--- src/rtl/spi_ctrl_regs.sv ---
module spi_ctrl_regs #(
  parameter int SYNC_STAGES = 2
) (
  input  logic         clk,
  input  logic         rst_n,
  input  logic         spi_cs_n,
  input  logic         spi_sck,
  input  logic         spi_sdi,
  output logic         spi_sdo,
  output logic         spi_sdo_en,
  input  logic         short_left_i,
  input  logic         short_right_i,
  output logic [111:0] regs_o
);
  localparam int NREG     = 14;
  localparam int LVL_SLOT = 7;
  localparam int CNT_W    = 5;
  localparam int SH_W     = 15;

  function automatic logic [3:0] slot_of(input logic [6:0] a);
    if (a <= 7'h0A) return a[3:0];
    case (a)
      7'h0C:   return 4'd11;
      7'h10:   return 4'd12;
      7'h11:   return 4'd13;
      default: return 4'hF;
    endcase
  endfunction

  function automatic logic [7:0] rst_val(input int k);
    case (k)
      1, 2:    return 8'h05;
      3, 4:    return 8'h08;
      7:       return 8'h22;
      8:       return 8'h09;
      13:      return 8'h0F;
      default: return 8'h00;
    endcase
  endfunction

  logic [SYNC_STAGES:0]   sck_p, cs_p;
  logic [SYNC_STAGES-1:0] sdi_p;

  always_ff @(posedge clk or negedge rst_n)
    if (!rst_n) begin
      sck_p <= '0;
      cs_p  <= '1;
      sdi_p <= '0;
    end else begin
      sck_p <= {sck_p[SYNC_STAGES-1:0], spi_sck};
      cs_p  <= {cs_p[SYNC_STAGES-1:0], spi_cs_n};
      sdi_p <= {sdi_p[SYNC_STAGES-2:0], spi_sdi};
    end

  wire cs_s  = cs_p[SYNC_STAGES-1];
  wire sdi_s = sdi_p[SYNC_STAGES-1];
  wire rise  = sck_p[SYNC_STAGES-1] & ~sck_p[SYNC_STAGES];
  wire fall  = ~sck_p[SYNC_STAGES-1] & sck_p[SYNC_STAGES];

  logic [7:0]      bank [NREG];
  logic [SH_W-1:0] sh;
  logic [CNT_W-1:0] cnt;
  logic            rw_q, out_q, drive_q;
  logic [6:0]      addr_q;
  logic [7:0]      rd_byte;

  wire [6:0] addr_now = {sh[5:0], sdi_s};
  wire [3:0] rd_slot  = slot_of(addr_now);
  wire [7:0] rd_val   = (rd_slot < 4'(NREG)) ? bank[rd_slot] : 8'hFF;
  wire       in_frame = ~cs_s & (cnt < CNT_W'(16));
  wire       wr_en    = fall & ~cs_s & (cnt == CNT_W'(15)) & ~rw_q;
  wire [7:0] wr_data  = {sh[6:0], sdi_s};
  wire [3:0] wr_slot  = slot_of(addr_q);

  always_ff @(posedge clk or negedge rst_n)
    if (!rst_n) begin
      sh      <= '0;
      cnt     <= '0;
      rw_q    <= 1'b0;
      addr_q  <= '0;
      rd_byte <= '0;
      out_q   <= 1'b0;
      drive_q <= 1'b0;
    end else if (cs_s) begin
      cnt     <= '0;
      drive_q <= 1'b0;
    end else begin
      if (fall && in_frame) begin
        sh  <= {sh[SH_W-2:0], sdi_s};
        cnt <= cnt + 1'b1;
        if (cnt == CNT_W'(7)) begin
          rw_q    <= sh[6];
          addr_q  <= addr_now;
          rd_byte <= rd_val;
        end
      end
      if (rise && in_frame && rw_q && cnt >= CNT_W'(8)) begin
        out_q   <= rd_byte[~cnt[2:0]];
        drive_q <= 1'b1;
      end
    end

  always_ff @(posedge clk or negedge rst_n)
    if (!rst_n) begin
      for (int k = 0; k < NREG; k++) bank[k] <= rst_val(k);
    end else begin
      for (int k = 0; k < NREG; k++)
        if (wr_en && wr_slot == 4'(k)) bank[k] <= wr_data;
      if (short_right_i) bank[LVL_SLOT][7] <= 1'b1;
      if (short_left_i)  bank[LVL_SLOT][3] <= 1'b1;
    end

  for (genvar g = 0; g < NREG; g++) begin : g_out
    assign regs_o[g*8 +: 8] = bank[g];
  end

  assign spi_sdo    = out_q;
  assign spi_sdo_en = drive_q;

  assert_quiet_bank_R6: assert property (@(posedge clk) disable iff (!rst_n)
    (!wr_en && !short_left_i && !short_right_i) |=> $stable(regs_o))
    else $error("bank changed without a completed write");

  assert_unmapped_ignored_R7: assert property (@(posedge clk) disable iff (!rst_n)
    (wr_en && wr_slot == 4'hF && !short_left_i && !short_right_i) |=> $stable(regs_o))
    else $error("unmapped write altered the bank");

  assert_idle_on_release_R6: assert property (@(posedge clk) disable iff (!rst_n)
    cs_s |=> (cnt == '0))
    else $error("counter not cleared while deselected");

  assert_no_drive_idle_R5: assert property (@(posedge clk) disable iff (!rst_n)
    (cs_s && $past(cs_s)) |-> !spi_sdo_en)
    else $error("output driven while deselected");

  assert_drive_read_only_R5: assert property (@(posedge clk) disable iff (!rst_n)
    spi_sdo_en |-> (rw_q && cnt >= CNT_W'(8)))
    else $error("output driven outside a read data phase");

  assert_right_flag_set_R8: assert property (@(posedge clk) disable iff (!rst_n)
    short_right_i |=> regs_o[LVL_SLOT*8+7])
    else $error("right flag not set");

  assert_left_flag_hold_R8: assert property (@(posedge clk) disable iff (!rst_n)
    (regs_o[LVL_SLOT*8+3] && !wr_en) |=> regs_o[LVL_SLOT*8+3])
    else $error("left flag dropped");
endmodule

--- config.mk ---
export PLATFORM = sky130hd
export DESIGN_NAME = spi_ctrl_regs
export DESIGN_NICKNAME = d
export VERILOG_FILES = /design/src/rtl/spi_ctrl_regs.sv
export SDC_FILE = /design/constraint.sdc
export NUM_CORES = 1
export LEC_CHECK = 0
export BUFFER_PORTS_ARGS = -buffer_cell sky130_fd_sc_hd__buf_4
export CAP_MARGIN = 0
export CORE_MARGIN = 2
export CORE_UTILIZATION = 53
export CTS_BUF_LIST = sky130_fd_sc_hd__clkbuf_8
export DETAILED_ROUTE_END_ITERATION = 10
export GPL_ROUTABILITY_DRIVEN = 0
export PLACE_DENSITY = 0.86
export SYNTH_ARGS = -nofsm -noshare
export SYNTH_HDL_FRONTEND = slang
export SYNTH_SLANG_ARGS = --single-unit
--- constraint.sdc ---
create_clock -name clk -period 2.79 [get_ports clk]
set_clock_uncertainty 0.15 [all_clocks]
set_input_delay 0.4185 -clock clk [delete_from_list [all_inputs] [get_ports clk]]
set_output_delay 0.4185 -clock clk [all_outputs]
set_load 0.05 [all_outputs]
==> flow_summary.yaml <==
worst_setup_path:
  worst_ep_required_time_ps: 2970
  critPathCaptureType: "flop"
  crit_path_start: "sh[4]"
  setup.worst_path.end: "rd_byte[0]"
  r2r-start: "sh[4]"
  crit-reg2reg-capture: "rd_byte[0]"
  rrSetupSlack_ps: 20
  cp.arrival_ps: 2950
  crit_fanout: 14
  critical_path_class: "flop to flop"
  rr_worst_depth: 6
  critPathLaunchType: "flop"
timing:
  final.min_clock_period_ps: 2770
  post-route-period-util_pct: 99.2
  maxClockFrequency_mhz: 361
  setup_ws_ps: 23.6
  maxSlewHeadroom_pct: 50.5
  worst_pin_slew_ps: 742
  maxSlewViolCount: 0
  fin_setup_tns_ps: 0
  fin_hold_ws_ps: 213
  setup_violations: 0
  hold_violations: 0
synth:
  synthTopCellsByCount: "dfrtp_1 (133), mux2_2 (122), nand2_1 (47)"
  synth_cell_types: 55
  synth_cells: 573
  post-synth-top-count-cell: "dfrtp_1"
  synthTopCellsByArea: "dfrtp_1 (47%), mux2_2 (19%), dfstp_2 (6.0%), nand2_1 (2.5%), o211ai_1 (2.3%)"
  ys_ff_latch: 149
  ys_warn_count: 0
  syn-num-nets: 582
  ys_async_sr_fraction_pct: 100
  synth_top_area_share_pct: 47.2
  synth.yosys.seq_area_share_pct: 53.1
  synth-main-ff-cell: "dfrtp_1"
  synth_top_cell_by_area: "dfrtp_1"
  syn_area_per_cell_um2: 12.3
  synth-edff-count: 0
  syn_area_um2: 7050
die:
  die_y_um: 119
  dieArea_um2: 14200
  die_x_um: 119
  io_pins: 121
  initial_core_util_pct: 53.7
  core_um2: 13100
  rows: 42
finish:
  final_area_um2: 9060
  nets: 739
  drive_above_1_share_pct: 49.3
  fillers: 951
  areaGrowthSynthToFinish_pct: 28.4
  multi_input_area_um2: 3140
  regArea_um2: 3750
  antenna_cells: 0
routing:
  ant_nets: 0
  drt-pass1-iter-count: 8
  via_per_inst: 6.25
  dr_total_vias: 5742
  drt-total-wl_um: 21300
  drc: 0
  wl_per_cell_um: 23.1
  drtIter0Drc: 561
global_route:
  grt_max_degree: 63
  gr-total-overflow: 0
  grt_usage_pct: 30.3
  grt_pass1_vias: 5904
  grt_pass1_wl_um: 32900
  antenna_found_initial: 0
cts:
  cts_tree: "yes"
  clk_transition_reported_paths_ps: 70
  clkSinkCount: 149
  insertion_delay_ps: 470
  clockRootBuffer: "clkbuf_8"
  h-tree-depth: 4
  clk_path_buf_depth: 2
  cts_buffers: 17
power:
  power_density_nw_per_um2: 628
  p_leak_nw: 4.36
  peakVddDrop_mv: 0.383
placed_design:
  dpl.hpwl_um: 14600
  dpl_cell_area_um2: 8420
  dp_slack_ps: 16.1
  portBuffers: 120
run_status:
  status: "completed"
job:
  drv_cap: 0
min_path:
  hold_class: "flop to flop"
placed cells by master, fill, tap and decap left out, drive strengths merged, types with 4 or more instances in the layout:
master	count
nor4	4
dfrtp	133
nor3	8
or3b	4
nand2b	6
clkbuf	19
dfstp	16
nor2	13
mux4	6
o22ai	5
a21oi	11
a2111oi	6
mux2	122
o211ai	22
nand2	47
or3	5
o2bb2ai	4
o21a	6
nor4b	11
inv	18
nor3b	9
buf	172
nand3	5
dlygate4sd3	6
mux2i	11
o21ai	19
a211oi	9
nor2b	6
bufinv	7
cell type report:
cell class / count / area share [%]
sequential: 149 / 41.4
multi-input combinational: 370 / 34.6
timing repair buffer: 178 / 15.5
clock buffer: 19 / 2.89
clock inverter: 13 / 2.64
tap: 176 / 2.43
inverter: 14 / 0.580
worst min-delay path by stage:
stage,cells after the start,endpoint,start,slack (ps)
floorplan,0,addr_q[0],rst_n,-30
global placement,0,sdi_p[1],sdi_p[0],190
detailed placement,0,sck_p[1],sck_p[0],200
CTS,0,cs_p[1],cs_p[0],220
global route,0,cs_p[1],cs_p[0],220
finish,0,sdi_p[1],sdi_p[0],210
through the flow:
step	power, mW	util, %	instances
final	5.69	69.0	919
after global routing	5.88	69.0	919
after CTS	5.60	68.4	917
after detailed placement	3.52	64.1	879
after global placement	3.48	64.1	879
after floorplan	3.05	-	573
cell families (layout without fill, tap and decap cells):
kind of cell,Yosys count,count (layout),synth area share [%]
XOR/XNOR,3,3,0.373
flip-flops,149,149,53.1
multiplexers,139,139,23.0
AO/OA/AOI/OAI,90,90,8.74
adder cells (fa/ha/maj),5,5,0.798
buffers and inverters,54,224,3.33
AND/OR/NAND/NOR,133,133,10.7
critical path, cell delays in order, from the launching register on:
cell       delay (ps)
dfrtp_1           490
or3_1             400
or2_0             270
buf_4             230
a2111oi_0         470
nor4b_1           110
or4_1             520
routing by layer:
metal / global-route usage (%) / part of all wire [%] / wire [um]
met1: 38.9 / 39 / 8270
met2: 49.3 / 49 / 10500
met3: 6.66 / 7.8 / 1660
met4: 14.3 / 4.1 / 866
met5: 0 / 0 / 0
flip-flops by register name, summed over array words and instances, names as in the netlist:
name / count
cs_p: 2
rw_q: 1
spi_sdo_en: 1
rd_byte: 8
sdi_p: 2
addr_q: 7
regs_o: 112
spi_sdo: 1
cnt: 5
sh: 7
sck_p: 3
report_power, final:
| group | internal, mW | switching (mW) | total (mW) |
|---|---|---|---|
| registers | 2.21 | 0.103 | 2.31 |
| clock network | 1.28 | 0.814 | 2.09 |
| logic | 0.435 | 0.850 | 1.28 |
| total | 3.92 | 1.77 | 5.69 |
what timing repair did:
action / CTS / global route
endpoints found under the setup margin: 17 / 72
pin swaps: 0 / 3
hold buffers: 6 / 0
resized for setup: 4 / 15
endpoints found under the hold margin: 56 / 0
buffers inserted: 0 / 2
Power figures use the tool's default switching activity.
